<file path="src/rtl/prgram_pkg.sv">
package prgram_pkg;

  typedef enum logic [1:0] {
    PORT_IDLE = 2'd0,
    PORT_CPU  = 2'd1,
    PORT_DMA  = 2'd2
  } port_owner_e;

  function automatic logic [31:0] low_mask(input int unsigned bits);
    return (32'd1 << bits) - 32'd1;
  endfunction

  // byte address a processor store lands on
  function automatic logic [31:0] cpu_target(input logic [31:0] addr,
                                             input logic is_word,
                                             input int unsigned aw);
    logic [31:0] a;
    a = addr & low_mask(aw);
    if (is_word) a[0] = 1'b0;
    return a;
  endfunction

  // lowest writable byte address
  function automatic logic [31:0] guard_floor(input logic [31:0] prot,
                                              input int unsigned shift);
    return prot << shift;
  endfunction

  function automatic logic [31:0] dma_dst_origin(input logic [31:0] reg_v,
                                                 input int unsigned shift,
                                                 input int unsigned aw);
    return (reg_v << shift) & low_mask(aw) & ~32'd1;
  endfunction

  function automatic logic [31:0] dma_src_origin(input logic [31:0] reg_v,
                                                 input int unsigned aw);
    return reg_v & low_mask(aw) & ~32'd1;
  endfunction

  function automatic logic [31:0] dst_advance(input logic [31:0] words);
    return words >> 2;
  endfunction

  function automatic logic [31:0] src_advance(input logic [31:0] words);
    return words << 1;
  endfunction

endpackage

</file>
<file path="src/rtl/prgram_regs.sv">
module prgram_regs #(
  parameter int BOUND_W = 8,
  parameter int REG_W   = 16,
  parameter int CNT_W   = 16
) (
  input  logic               clk,
  input  logic               rst_n,
  input  logic               prot_wr,
  input  logic [BOUND_W-1:0] prot_wdata,
  input  logic               dst_wr,
  input  logic [REG_W-1:0]   dst_wdata,
  input  logic               src_wr,
  input  logic [REG_W-1:0]   src_wdata,
  input  logic               advance,
  input  logic [CNT_W-1:0]   adv_words,
  output logic [BOUND_W-1:0] prot_q,
  output logic [REG_W-1:0]   dst_q,
  output logic [REG_W-1:0]   src_q
);

  logic [REG_W-1:0] dst_inc;
  logic [REG_W-1:0] src_inc;

  assign dst_inc = REG_W'(prgram_pkg::dst_advance(32'(adv_words)));
  assign src_inc = REG_W'(prgram_pkg::src_advance(32'(adv_words)));

  always_ff @(posedge clk or negedge rst_n) begin
    if (!rst_n) begin
      prot_q <= '0;
      dst_q  <= '0;
      src_q  <= '0;
    end else begin
      if (prot_wr) prot_q <= prot_wdata;
      // an accepted start moves both pointers; it outranks a load
      if (advance) begin
        dst_q <= dst_q + dst_inc;
        src_q <= src_q + src_inc;
      end else begin
        if (dst_wr) dst_q <= dst_wdata;
        if (src_wr) src_q <= src_wdata;
      end
    end
  end

endmodule

</file>
<file path="src/rtl/prgram_dma_engine.sv">
module prgram_dma_engine #(
  parameter int REG_W       = 16,
  parameter int BOUND_W     = 8,
  parameter int CNT_W       = 16,
  parameter int RAM_AW      = 19,
  parameter int SRC_AW      = 14,
  parameter int BOUND_SHIFT = 9,
  parameter int DST_SHIFT   = 3,
  parameter int LANE_BITS   = 1
) (
  input  logic                        clk,
  input  logic                        rst_n,
  input  logic                        start,
  input  logic [CNT_W-1:0]            words,
  input  logic [REG_W-1:0]            dst_q,
  input  logic [REG_W-1:0]            src_q,
  input  logic [BOUND_W-1:0]          prot_q,
  input  logic                        hold,
  output logic                        busy,
  output logic                        taken,
  output logic                        blocked,
  output logic                        launch,
  output logic                        step,
  output logic [RAM_AW-LANE_BITS-1:0] dst_word,
  output logic [SRC_AW-LANE_BITS-1:0] src_word
);

  localparam int WORD_AW = RAM_AW - LANE_BITS;
  localparam int SRC_WAW = SRC_AW - LANE_BITS;

  logic [CNT_W-1:0] remaining;
  logic             below;

  assign below = prgram_pkg::dma_dst_origin(32'(dst_q), DST_SHIFT, RAM_AW)
               < prgram_pkg::guard_floor(32'(prot_q), BOUND_SHIFT);

  assign taken   = start && !busy;
  assign blocked = taken && below;
  assign launch  = taken && !below && (words != '0);
  assign step    = busy && !hold;

  always_ff @(posedge clk or negedge rst_n) begin
    if (!rst_n) begin
      busy      <= 1'b0;
      remaining <= '0;
      dst_word  <= '0;
      src_word  <= '0;
    end else if (launch) begin
      busy      <= 1'b1;
      remaining <= words;
      dst_word  <= WORD_AW'(prgram_pkg::dma_dst_origin(32'(dst_q), DST_SHIFT, RAM_AW) >> LANE_BITS);
      src_word  <= SRC_WAW'(prgram_pkg::dma_src_origin(32'(src_q), SRC_AW) >> LANE_BITS);
    end else if (step) begin
      remaining <= remaining - CNT_W'(1);
      dst_word  <= dst_word + WORD_AW'(1);
      src_word  <= src_word + SRC_WAW'(1);
      if (remaining == CNT_W'(1)) busy <= 1'b0;
    end
  end

endmodule

</file>
<file path="src/rtl/prgram_port_mux.sv">
module prgram_port_mux #(
  parameter int CPU_AW      = 24,
  parameter int RAM_AW      = 19,
  parameter int BOUND_W     = 8,
  parameter int BOUND_SHIFT = 9,
  parameter int LANES       = 2
) (
  input  logic                                 cpu_wr,
  input  logic                                 cpu_word,
  input  logic [CPU_AW-1:0]                    cpu_addr,
  input  logic [8*LANES-1:0]                   cpu_wdata,
  input  logic [BOUND_W-1:0]                   prot_q,
  input  logic                                 dma_step,
  input  logic [RAM_AW-$clog2(LANES)-1:0]      dma_dst_word,
  input  logic [8*LANES-1:0]                   buf_rdata,
  output logic                                 ram_we,
  output logic [RAM_AW-$clog2(LANES)-1:0]      ram_addr,
  output logic [LANES-1:0]                     ram_be,
  output logic [8*LANES-1:0]                   ram_wdata,
  output logic                                 cpu_granted
);

  localparam int DATA_W    = 8 * LANES;
  localparam int LANE_BITS = $clog2(LANES);

  prgram_pkg::port_owner_e owner;

  logic [RAM_AW-1:0]    cpu_byte;
  logic                 cpu_ok;
  logic [LANE_BITS-1:0] cpu_lane;
  logic [LANES-1:0]     cpu_be;
  logic [DATA_W-1:0]    cpu_data;

  assign cpu_byte = RAM_AW'(prgram_pkg::cpu_target(32'(cpu_addr), cpu_word, RAM_AW));
  assign cpu_ok   = 32'(cpu_byte) >= prgram_pkg::guard_floor(32'(prot_q), BOUND_SHIFT);
  // lowest byte address maps to the most significant lane
  assign cpu_lane = LANE_BITS'(LANES - 1) - cpu_byte[LANE_BITS-1:0];

  for (genvar g = 0; g < LANES; g++) begin : g_lane
    assign cpu_be[g]         = cpu_word | (cpu_lane == LANE_BITS'(g));
    assign cpu_data[g*8 +: 8] = cpu_word ? cpu_wdata[g*8 +: 8] : cpu_wdata[7:0];
  end

  always_comb begin
    owner = prgram_pkg::PORT_IDLE;
    if (cpu_wr && cpu_ok)  owner = prgram_pkg::PORT_CPU;
    else if (dma_step)     owner = prgram_pkg::PORT_DMA;
  end

  always_comb begin
    ram_we    = 1'b0;
    ram_addr  = '0;
    ram_be    = '0;
    ram_wdata = '0;
    case (owner)
      prgram_pkg::PORT_CPU: begin
        ram_we    = 1'b1;
        ram_addr  = cpu_byte[RAM_AW-1:LANE_BITS];
        ram_be    = cpu_be;
        ram_wdata = cpu_data;
      end
      prgram_pkg::PORT_DMA: begin
        ram_we    = 1'b1;
        ram_addr  = dma_dst_word;
        ram_be    = '1;
        ram_wdata = buf_rdata;
      end
      default: ;
    endcase
  end

  assign cpu_granted = (owner == prgram_pkg::PORT_CPU);

endmodule

</file>
<file path="src/rtl/prgram_ctrl.sv">
module prgram_ctrl #(
  parameter int CPU_AW      = 24,
  parameter int RAM_AW      = 19,
  parameter int SRC_AW      = 14,
  parameter int REG_W       = 16,
  parameter int BOUND_W     = 8,
  parameter int BOUND_SHIFT = 9,
  parameter int DST_SHIFT   = 3,
  parameter int CNT_W       = 16,
  parameter int LANES       = 2
) (
  input  logic                                 clk,
  input  logic                                 rst_n,
  input  logic                                 cpu_wr,
  input  logic                                 cpu_word,
  input  logic [CPU_AW-1:0]                    cpu_addr,
  input  logic [8*LANES-1:0]                   cpu_wdata,
  input  logic                                 prot_wr,
  input  logic [BOUND_W-1:0]                   prot_wdata,
  input  logic                                 dst_wr,
  input  logic [REG_W-1:0]                     dst_wdata,
  input  logic                                 src_wr,
  input  logic [REG_W-1:0]                     src_wdata,
  input  logic                                 dma_start,
  input  logic [CNT_W-1:0]                     dma_words,
  output logic [SRC_AW-$clog2(LANES)-1:0]      buf_addr,
  input  logic [8*LANES-1:0]                   buf_rdata,
  output logic                                 ram_we,
  output logic [RAM_AW-$clog2(LANES)-1:0]      ram_addr,
  output logic [LANES-1:0]                     ram_be,
  output logic [8*LANES-1:0]                   ram_wdata,
  output logic                                 dma_busy,
  output logic [BOUND_W-1:0]                   prot_q,
  output logic [REG_W-1:0]                     dst_q,
  output logic [REG_W-1:0]                     src_q
);

  localparam int LANE_BITS = $clog2(LANES);
  localparam int WORD_AW   = RAM_AW - LANE_BITS;
  localparam int SRC_WAW   = SRC_AW - LANE_BITS;

  // named internal events, observed by the bound checker
  logic               dma_taken;
  logic               dma_blocked;
  logic               dma_launch;
  logic               dma_step;
  logic               cpu_hold;
  logic               cpu_granted;
  logic [WORD_AW-1:0] dma_dst_word;
  logic [SRC_WAW-1:0] dma_src_word;

  assign cpu_hold = cpu_wr;
  assign buf_addr = dma_src_word;

  prgram_regs #(
    .BOUND_W (BOUND_W),
    .REG_W   (REG_W),
    .CNT_W   (CNT_W)
  ) u_regs (
    .clk        (clk),
    .rst_n      (rst_n),
    .prot_wr    (prot_wr),
    .prot_wdata (prot_wdata),
    .dst_wr     (dst_wr),
    .dst_wdata  (dst_wdata),
    .src_wr     (src_wr),
    .src_wdata  (src_wdata),
    .advance    (dma_taken),
    .adv_words  (dma_words),
    .prot_q     (prot_q),
    .dst_q      (dst_q),
    .src_q      (src_q)
  );

  prgram_dma_engine #(
    .REG_W       (REG_W),
    .BOUND_W     (BOUND_W),
    .CNT_W       (CNT_W),
    .RAM_AW      (RAM_AW),
    .SRC_AW      (SRC_AW),
    .BOUND_SHIFT (BOUND_SHIFT),
    .DST_SHIFT   (DST_SHIFT),
    .LANE_BITS   (LANE_BITS)
  ) u_dma (
    .clk      (clk),
    .rst_n    (rst_n),
    .start    (dma_start),
    .words    (dma_words),
    .dst_q    (dst_q),
    .src_q    (src_q),
    .prot_q   (prot_q),
    .hold     (cpu_hold),
    .busy     (dma_busy),
    .taken    (dma_taken),
    .blocked  (dma_blocked),
    .launch   (dma_launch),
    .step     (dma_step),
    .dst_word (dma_dst_word),
    .src_word (dma_src_word)
  );

  prgram_port_mux #(
    .CPU_AW      (CPU_AW),
    .RAM_AW      (RAM_AW),
    .BOUND_W     (BOUND_W),
    .BOUND_SHIFT (BOUND_SHIFT),
    .LANES       (LANES)
  ) u_mux (
    .cpu_wr       (cpu_wr),
    .cpu_word     (cpu_word),
    .cpu_addr     (cpu_addr),
    .cpu_wdata    (cpu_wdata),
    .prot_q       (prot_q),
    .dma_step     (dma_step),
    .dma_dst_word (dma_dst_word),
    .buf_rdata    (buf_rdata),
    .ram_we       (ram_we),
    .ram_addr     (ram_addr),
    .ram_be       (ram_be),
    .ram_wdata    (ram_wdata),
    .cpu_granted  (cpu_granted)
  );

endmodule

</file>
<file path="config.mk">
export PLATFORM = sky130hd
export DESIGN_NAME = prgram_ctrl
export DESIGN_NICKNAME = d
export VERILOG_FILES = /design/src/rtl/prgram_pkg.sv /design/src/rtl/prgram_regs.sv /design/src/rtl/prgram_dma_engine.sv /design/src/rtl/prgram_port_mux.sv /design/src/rtl/prgram_ctrl.sv
export SDC_FILE = /design/constraint.sdc
export NUM_CORES = 1
export LEC_CHECK = 0
export BUFFER_PORTS_ARGS = -buffer_cell sky130_fd_sc_hd__buf_2
export CAP_MARGIN = 20
export CORE_MARGIN = 2
export CORE_UTILIZATION = 35
export DETAILED_ROUTE_END_ITERATION = 7
export PLACE_DENSITY = 0.58
export SYNTH_ARGS = -nofsm -noshare
export SYNTH_HDL_FRONTEND = slang
export SYNTH_SLANG_ARGS = --single-unit
</file>
<file path="constraint.sdc">
create_clock -name clk -period 3 [get_ports clk]
set_clock_uncertainty 0.2 [all_clocks]
set_input_delay 0 -clock clk [delete_from_list [all_inputs] [get_ports clk]]
set_output_delay 0 -clock clk [all_outputs]
set_load 0.05 [all_outputs]
</file>
=== Word level (Yosys, flattened, before mapping) ===
Index checks and enable logic that the tools add are counted.

* Flip-flop bits (word level): 88
* Input bits: 120
* Output and inout bits: 91
* Logic and storage cells: 57

* Add/sub/neg operators: 6
* Magnitude comparators: 2
* Eq/ne operators: 3
* Muxes and demuxes: 21
* Bitwise gates (word level): 3
* Reduce and logical (&&, ||, !) cells: 15

{| class="wikitable"
|+ Operators by type and width
! kind !! number
|-
| 2-to-1 mux 16 bit || 6
|-
| 2-to-1 mux 18 bit || 2
|-
| one-hot mux 18 bit (2 select lines) || 1
|-
| one-hot mux 16 bit (2 select lines) || 1
|-
| 2-to-1 mux 13 bit || 2
|-
| >= comparator 19 x 17 -> 1 bit || 1
|-
| < comparator 19 x 17 -> 1 bit || 1
|-
| adder 18 x 1 -> 18 bit (second input constant) || 1
|-
| adder 16 x 14 -> 16 bit || 1
|-
| adder 16 bit || 1
|-
| == test 16 x 1 -> 1 bit (second input constant) || 1
|-
| nonzero test 16 bit || 1
|-
| subtractor 16 x 1 -> 16 bit (second input constant) || 1
|-
| adder 13 x 1 -> 13 bit (second input constant) || 1
|-
| 2-to-1 mux 8 bit || 1
|-
| nonzero test 2 bit || 4
|-
| logical AND 1 bit || 5
|-
| 2-to-1 mux 1 bit || 5
|-
| 2-to-1 mux 2 bit || 2
|-
| one-hot mux 2 bit (2 select lines) || 1
|-
| logical NOT 1 bit || 3
|-
| == test 2 x 1 -> 1 bit (second input constant) || 1
|-
| == test 2 bit (second input constant) || 1
|-
| bitwise OR 1 bit || 2
|-
| 4 further kinds || 4
|}

=== Logic depth before layout (Yosys ltp) ===
Gate-level depths: netlist of the first run.

* Word-level depth: 7
* Depth in mapped cells: 10
* Depth with buffers taken out: 10

=== Hierarchy ===
From an unflattened synthesis of the first run, not the netlist that was laid out.

* Cell total of the unflattened synthesis: 871
* Area, all modules: 7398.3 um^2

{| class="wikitable"
|+ Modules (own cells, without submodules)
! module !! instances !! cells an instance !! area an instance (um^2) !! sequential area each (um^2)
|-
| prgram_regs || 1 || 386 || 3424.5 || 1001.0
|-
| prgram_dma_engine || 1 || 342 || 3015.4 || 1201.2
|-
| prgram_port_mux || 1 || 143 || 958.4 || 0.0
|}

=== Worst setup path after synthesis of the first run ===
Ideal clock, no wire load.

* Path kind: register to register
* From: register u_regs.dst_q[0]
* To: register u_regs.dst_q[10]
* Library setup time: 0.120 ns
* Arrival: 2.574 ns
* Required time: 2.680 ns
* Slack: 0.106 ns
* Stages on the path, launching flop included: 11
* Buffers on the path: 0
* Period minus slack after synthesis: 2.894 ns
* Path through: dfrtp_1 -> ha_1 -> inv_1 -> fa_1 -> nor2b_1 -> o21ai_1 -> a21boi_1 -> o311a_1 -> o311a_1 -> or3_1 -> a31o_2

* Longest elaborated chain between the ends: 2

{| class="wikitable"
|+ Ends and longest elaborated chain
! what !! RTL line !! source
|-
| from (decl) || prgram_regs.sv:17 || <nowiki>output logic [REG_W-1:0] dst_q,</nowiki>
|-
| from (signal assigned) || prgram_regs.sv:36 || <nowiki>dst_q <= dst_q + dst_inc;</nowiki>
|-
| from (signal assigned) || prgram_regs.sv:39 || <nowiki>if (dst_wr) dst_q <= dst_wdata;</nowiki>
|-
| adder 16 x 14 -> 16 bit || prgram_regs.sv:36 ||
|-
| 2-to-1 mux 16 bit || prgram_regs.sv:35 || <nowiki>if (advance) begin</nowiki>
|}

No other way between the ends.
A chain may end at the register's enable or synchronous reset.

=== Worst setup path after layout of the first run ===
* From: input port dma_words[2]
* To: register u_regs.dst_q[10]

* Longest elaborated chain between the ends: 2

{| class="wikitable"
|+ Ends and longest elaborated chain
! what !! RTL line !! source
|-
| from (decl) || prgram_ctrl.sv:25 || <nowiki>input logic [CNT_W-1:0] dma_words,</nowiki>
|-
| adder 16 x 14 -> 16 bit || prgram_regs.sv:36 ||
|-
| 2-to-1 mux 16 bit || prgram_regs.sv:35 ||
|}

No other way between the ends.

==> impl_metrics.json, run 1 <==
{
  "status": "finished clean",
  "syn_nets": 953,
  "ctsResizeCount": 0,
  "final_max_slew_viol_count": 0,
  "synth_top_flop_cell": "dfrtp_1",
  "die-area_sq_um": 20600,
  "antenna_found_initial": 0,
  "syn_area_sq_um": 6800,
  "core-area_sq_um": 18900,
  "root_buffer": "clkbuf_16",
  "clk_latency_ns": 0.36,
  "cts_tree": "built",
  "r2r_slack_ns": 0.18,
  "syn_to_final_growth_pct": 35.8,
  "power_density_nw_per_um2": 949,
  "tns_ns": 0,
  "fmax_ghz": 0.354,
  "worstHoldPathType": "input pin to register",
  "cts_buffers": 9,
  "synth_cell_type_count": 62,
  "postLayoutCellArea_sq_um": 9240,
  "async_reset_ff_share_pct": 100,
  "fin_ws_ns": 0.173,
  "dpl.hpwl_um": 17000,
  "path_clk_slew_ns": 0.07,
  "nets": 1223,
  "crit_start": "dma_words[2]",
  "dr_total_vias": 7233,
  "crit_slowest_cell": "dlygate4sd3_1",
  "post_dp_cell_area_sq_um": 8210,
  "dp_cells": 1228,
  "final_cell_mix": "buf_2 (204), dfrtp_1 (88), nand2_1 (85)",
  "drtAntennaViolNets": 0,
  "min_period_ns": 2.83,
  "first_iter_violations": 411,
  "path_depth": 12,
  "relSlewSlack_pct": 63.9,
  "period_share_pct": 94.2,
  "hold_ws_ns": 0.0297,
  "r2r_start": "u_regs.dst_q[2]",
  "io_pins": 211,
  "dieWidth_um": 143,
  "postCtsHoldBufs": 75,
  "vias_per_cell": 5.48,
  "ir_drop_mv": 0.443,
  "path_common_cell": "o311a_1",
  "synth-edff-count": 0,
  "ctsLongestPathBuffers": 2,
  "fillers": 1848,
  "hold_viol_final": 0,
  "worstPathCellList": "dlygate4sd3_1 > buf_2 > ha_1 > inv_1 > fa_1 > nor2b_1 > o21ai_1 > a21boi_1 > o311a_1 > o311a_1 > or3_1 > a31o_2",
  "critPathArrivalTime_ns": 2.87,
  "worstReg2RegEnd": "u_regs.dst_q[10]",
  "grt_pass1_wl_um": 36400,
  "grt_max_degree": 89,
  "cpLargestDelayFamily": "compound AO/OA/AOI/OAI gates",
  "required_ns": 3.05,
  "cts_setup_buffers": 0,
  "crit_path_end_kind": "register",
  "routed_wirelength_um": 23600,
  "grt_pass1_vias": 6867,
  "rsz0062_at_grt": "no",
  "start_util_pct": 36.0,
  "slowest_delay_ns": 0.54,
  "worstSetupPathType": "input pin to register",
  "dp_slack_ns": 0.239,
  "syn_area_per_cell_sq_um": 8.68,
  "post_drt_wl_per_cell_um": 17.9,
  "ys_warn_count": 0,
  "syn-instance-count": 784,
  "cts_max_level": 3,
  "dieHeight_um": 143,
  "dr.pass1.iters": 5,
  "ys_seq_elements": 88,
  "worst-path-buf-inv": 3,
  "final_cells": 1319,
  "maxCapViolCount": 0,
  "worst_setup_path_start_kind": "input pin",
  "critPathMaxFanout": 5,
  "rows": 50,
  "p_leak_uw": 0.00439,
  "drc": 0,
  "final_common_cell": "buf_2",
  "setup_violations": 0,
  "grtUsageTotal_pct": 22.8,
  "worst_slew_pin_slew_ns": 0.542,
  "gp_congestion": 0.891,
  "gr-total-overflow": 0,
  "endpoint": "u_regs.dst_q[10]",
  "portBuffers": 205,
  "r2r_cells": 8,
  "cts_sinks": 88,
  "drive_gt1_share_pct": 26.2,
  "synth_seq_area_share_pct": 32.4,
  "antenna_cells": 0
}
## through the flow
step	util, %	total power, uW
after detailed placement	43.4	7540
after global routing	48.9	9390
after CTS	48.9	8790
after floorplan	-	6040
final	48.9	8770
after global placement	43.4	7490
## registers in the layout, indices dropped and copies added, names as in the netlist
signal and cells:
u_dma.src_word 13, u_dma.remaining 16, u_regs.prot_q 8, u_regs.src_q 16
u_dma.dst_word 18, u_dma.busy 1, u_regs.dst_q 16
## report_power, final
group / internal (uW) / total, uW / switching (uW)
logic: 1900 / 5310 / 3410
registers: 1660 / 2350 / 691
clock network: 604 / 1110 / 503
## tightest hold or removal path, delay by kind of cell
kind	cells	cell delay, ns
buf+inv	1	0.26
mux	1	0.19
compound gates	1	0.08
## cell families after synthesis
kind of cell / synth area share (%)
AO/OA/AOI/OAI: 27.6
multiplexers: 6.03
flip-flops: 32.4
XOR/XNOR: 1.80
adder cells (fa/ha/maj): 9.23
buffers and inverters: 3.64
AND/OR/NAND/NOR: 19.4
## per-layer routing
metal / track usage (%) / routed length (um) / vias up
met3: 4.20 / 1580 / 33
met5: 0 / 0 / -
met1: 30.6 / 10500 / 3445
met2: 37.5 / 11000 / 260
li1: - / - / 3495
met4: 6.35 / 458 / 0
## synthesized netlist by cell type, drive strengths merged, types with 3 or more instances
library cell   n  area, sq um
nand3b         4         30.0
nor3b          3         22.5
a31oi          3         18.8
xor2           3         26.3
o31ai          9         67.6
and4           3         26.3
mux2          16          180
or2            4         25.0
clkbuf        31          116
o21bai         4         30.0
nor2b         16          100
nand4          9         56.3
o21ai         73          365
dfrtp         88         2200
nor3          14         70.1
o211ai         8         60.1
a211o          5         43.8
and2           4         25.0
inv           24         90.1
or3            7         43.8
ha            47          588
nand2b        20          125
and3          14         87.6
nand2         85          319
xnor2         11         96.3
a221o         30          300
a21oi         38          190
a22o          35          307
mux2i         23          230
o21a           5         37.5
a211oi         8         60.1
nand3         14         70.1
a31o           5         43.8
a21o          13         97.6
nor2          56          210
nor4          10         62.6
buf            9         41.3
## layout make-up
class | count | area, sq um | area share (%)
Tap cell | 260 | 325 | 3.52
Inverter | 24 | 90.1 | 0.975
Clock buffer | 11 | 253 | 2.73
Sequential cell | 88 | 2200 | 23.8
Timing Repair Buffer | 299 | 1960 | 21.2
Multi-Input combinational cell | 632 | 4380 | 47.4
Clock inverter | 5 | 31.3 | 0.338
## worst min path at each step
stage	slack (ns)	from	to	cells after the start
after floorplan	-0.50	rst_n	u_dma.busy	0
after detailed placement	-0.11	rst_n	u_dma.src_word[2]	2
final	0.03	src_wr	u_regs.src_q[7]	3
after global routing	0.04	src_wr	u_regs.src_q[3]	3
after global placement	-0.10	rst_n	u_dma.src_word[2]	2
after CTS	0.01	src_wr	u_regs.src_q[3]	3
No activity file was read; power rests on OpenSTA's default activity.
==> run 2: changes to the inputs <==
--- a/config.mk
+++ b/config.mk
@@ -7,10 +7,9 @@
 export LEC_CHECK = 0
 export BUFFER_PORTS_ARGS = -buffer_cell sky130_fd_sc_hd__buf_2
 export CAP_MARGIN = 20
-export CORE_MARGIN = 2
-export CORE_UTILIZATION = 35
+export CORE_UTILIZATION = 53
 export DETAILED_ROUTE_END_ITERATION = 7
-export PLACE_DENSITY = 0.58
+export PLACE_DENSITY = 0.82
 export SYNTH_ARGS = -nofsm -noshare
 export SYNTH_HDL_FRONTEND = slang
 export SYNTH_SLANG_ARGS = --single-unit
==> run 2 against run 1 <==
  * Die area decreased by 35%
  * First-iteration DRC count increased by 31%
  * Worst setup slack lost 0.086 ns
  * Maximum frequency is 2.9% lower
  * Non-clock buffer count grew 2
  * Total power rose by 0.74%
  * Utilization is 24 points higher
  * Sequential cell count unchanged
  * Combinational power is essentially flat
==> impl_metrics.json, run 2 (synthesis gave the netlist of run 1 again) <==
{
  "grt_pass1_wl_um": 34800,
  "critPathMaxFanout": 5,
  "largest_reg_flops": 18,
  "cts_max_level": 3,
  "gp_congestion": 0.898,
  "dpl.hpwl_um": 15200,
  "fmax_ghz": 0.343,
  "cts_buffers": 9,
  "grtUsageTotal_pct": 33.9,
  "root_buffer": "clkbuf_16",
  "drive_gt1_share_pct": 26.1,
  "first_iter_violations": 539,
  "final_cell_mix": "buf_2 (204), dfrtp_1 (88), nand2_1 (85)",
  "ir_drop_mv": 0.573,
  "min_period_ns": 2.91,
  "r2r_cells": 10,
  "io_pins": 211,
  "drtAntennaViolNets": 0,
  "start_util_pct": 54.1,
  "rows": 41,
  "dieHeight_um": 115,
  "gr-total-overflow": 0,
  "dr.pass1.iters": 5,
  "ctsLongestPathBuffers": 2,
  "drc": 0,
  "period_share_pct": 97.1,
  "core-area_sq_um": 12600,
  "cts_tree": "built",
  "worstHoldPathType": "input pin to asynchronous set/reset pin",
  "final_max_slew_viol_count": 0,
  "rsz0062_at_grt": "no",
  "power_density_nw_per_um2": 965,
  "dr_total_vias": 7490,
  "r2r_slack_ns": 0.09,
  "routed_wirelength_um": 22300,
  "dieWidth_um": 115,
  "final_core_util_pct": 72.9,
  "worstReg2RegEnd": "u_regs.dst_q[10]",
  "grt_pass1_vias": 6981,
  "nets": 1225,
  "setup_violations": 0,
  "syn_to_final_growth_pct": 34.6,
  "crit_path_end_kind": "register",
  "p_leak_uw": 0.00439,
  "worstSetupPathType": "register to register",
  "required_ns": 3.04,
  "cts_sinks": 88,
  "antenna_found_initial": 1,
  "critPathArrivalTime_ns": 2.96,
  "worst_slew_pin_slew_ns": 0.655,
  "vias_per_cell": 6.06,
  "crit_start": "u_regs.dst_q[0]",
  "final_common_cell": "buf_2",
  "post_drt_wl_per_cell_um": 18.1,
  "status": "finished clean",
  "worst_setup_path_start_kind": "register",
  "die-area_sq_um": 13300,
  "path_clk_slew_ns": 0.07,
  "r2r_start": "u_regs.dst_q[0]",
  "endpoint": "u_regs.dst_q[10]",
  "tns_ns": 0,
  "relSlewSlack_pct": 55.9,
  "portBuffers": 205,
  "maxCapViolCount": 0,
  "grt_max_degree": 84,
  "clk_latency_ns": 0.36,
  "hold_viol_final": 0,
  "regMostFlops": "u_dma.dst_word"
}
-- run 2: per-stage QoR --
stage	instance area, sq um	worst slack [ns]	hold WS (ns)	total power, uW	std cells
5_1_grt	9150	0.00387	0.0343	9370	1234
6_report	9160	0.0870	0.0310	8830	1235
4_1_cts	9140	0.138	0.0163	8710	1232
3_5_place_dp	8080	0.179	-0.383	7440	1140
3_3_place_gp	8080	0.256	-0.384	7330	1140
2_1_floorplan	6800	0.106	-0.496	6040	784
-- run 2: routing by layer --
layer / GRT usage, % / vias to the layer above / routed length, um / share of wire [%]
li1: - / 3504 / - / -
met1: 42.2 / 3524 / 8940 / 40
met2: 56.5 / 398 / 10600 / 48
met3: 7.38 / 64 / 2000 / 8.9
met4: 15.5 / 0 / 755 / 3.4
met5: 0 / - / 0 / 0
-- run 2: repair_timing --
item                                    4_1_cts  5_1_grt
endpoints found under the setup margin        0       24
hold endpoints to repair                    145        0
gates resized for setup                       0        1
setup buffers                                 0        1
hold buffers                                 76        0
-- run 2: how the worst min path moves through the flow --
stage / from / end / slack (ns) / depth (start not counted)
3_5_place_dp: rst_n / u_dma.src_word[0] / -0.38 / 1
2_1_floorplan: rst_n / u_dma.busy / -0.50 / 0
5_1_grt: src_wr / u_regs.src_q[5] / 0.03 / 3
4_1_cts: src_wr / u_regs.src_q[6] / 0.02 / 3
3_3_place_gp: rst_n / u_dma.src_word[0] / -0.38 / 1
6_report: rst_n / u_dma.src_word[8] / 0.03 / 3
-- run 2: layout make-up --
| class | count | area [sq um] |
|---|---|---|
| Multi-Input combinational cell | 632 | 4380 |
| Fill cell | 931 | 3410 |
| Sequential cell | 88 | 2200 |
| Timing Repair Buffer | 301 | 1970 |
| Clock buffer | 9 | 225 |
| Tap cell | 172 | 215 |
| Inverter | 24 | 90.1 |
| Clock inverter | 7 | 72.6 |
| Antenna cell | 2 | 5.00 |
-- run 2: report_power, final --
group	internal, uW	switching (uW)
logic	1910	3420
registers	1660	684
clock network	644	511
total	4210	4620
-- run 2: worst max-delay path, cell delays in order, from the launching register on --
cell	delay, ns
dfrtp_1	0.42
ha_1	0.23
inv_1	0.08
fa_1	0.20
nor2b_1	0.07
o21ai_1	0.15
a21boi_1	0.13
o311a_1	0.38
o311a_1	0.38
or3_1	0.31
a31o_2	0.24
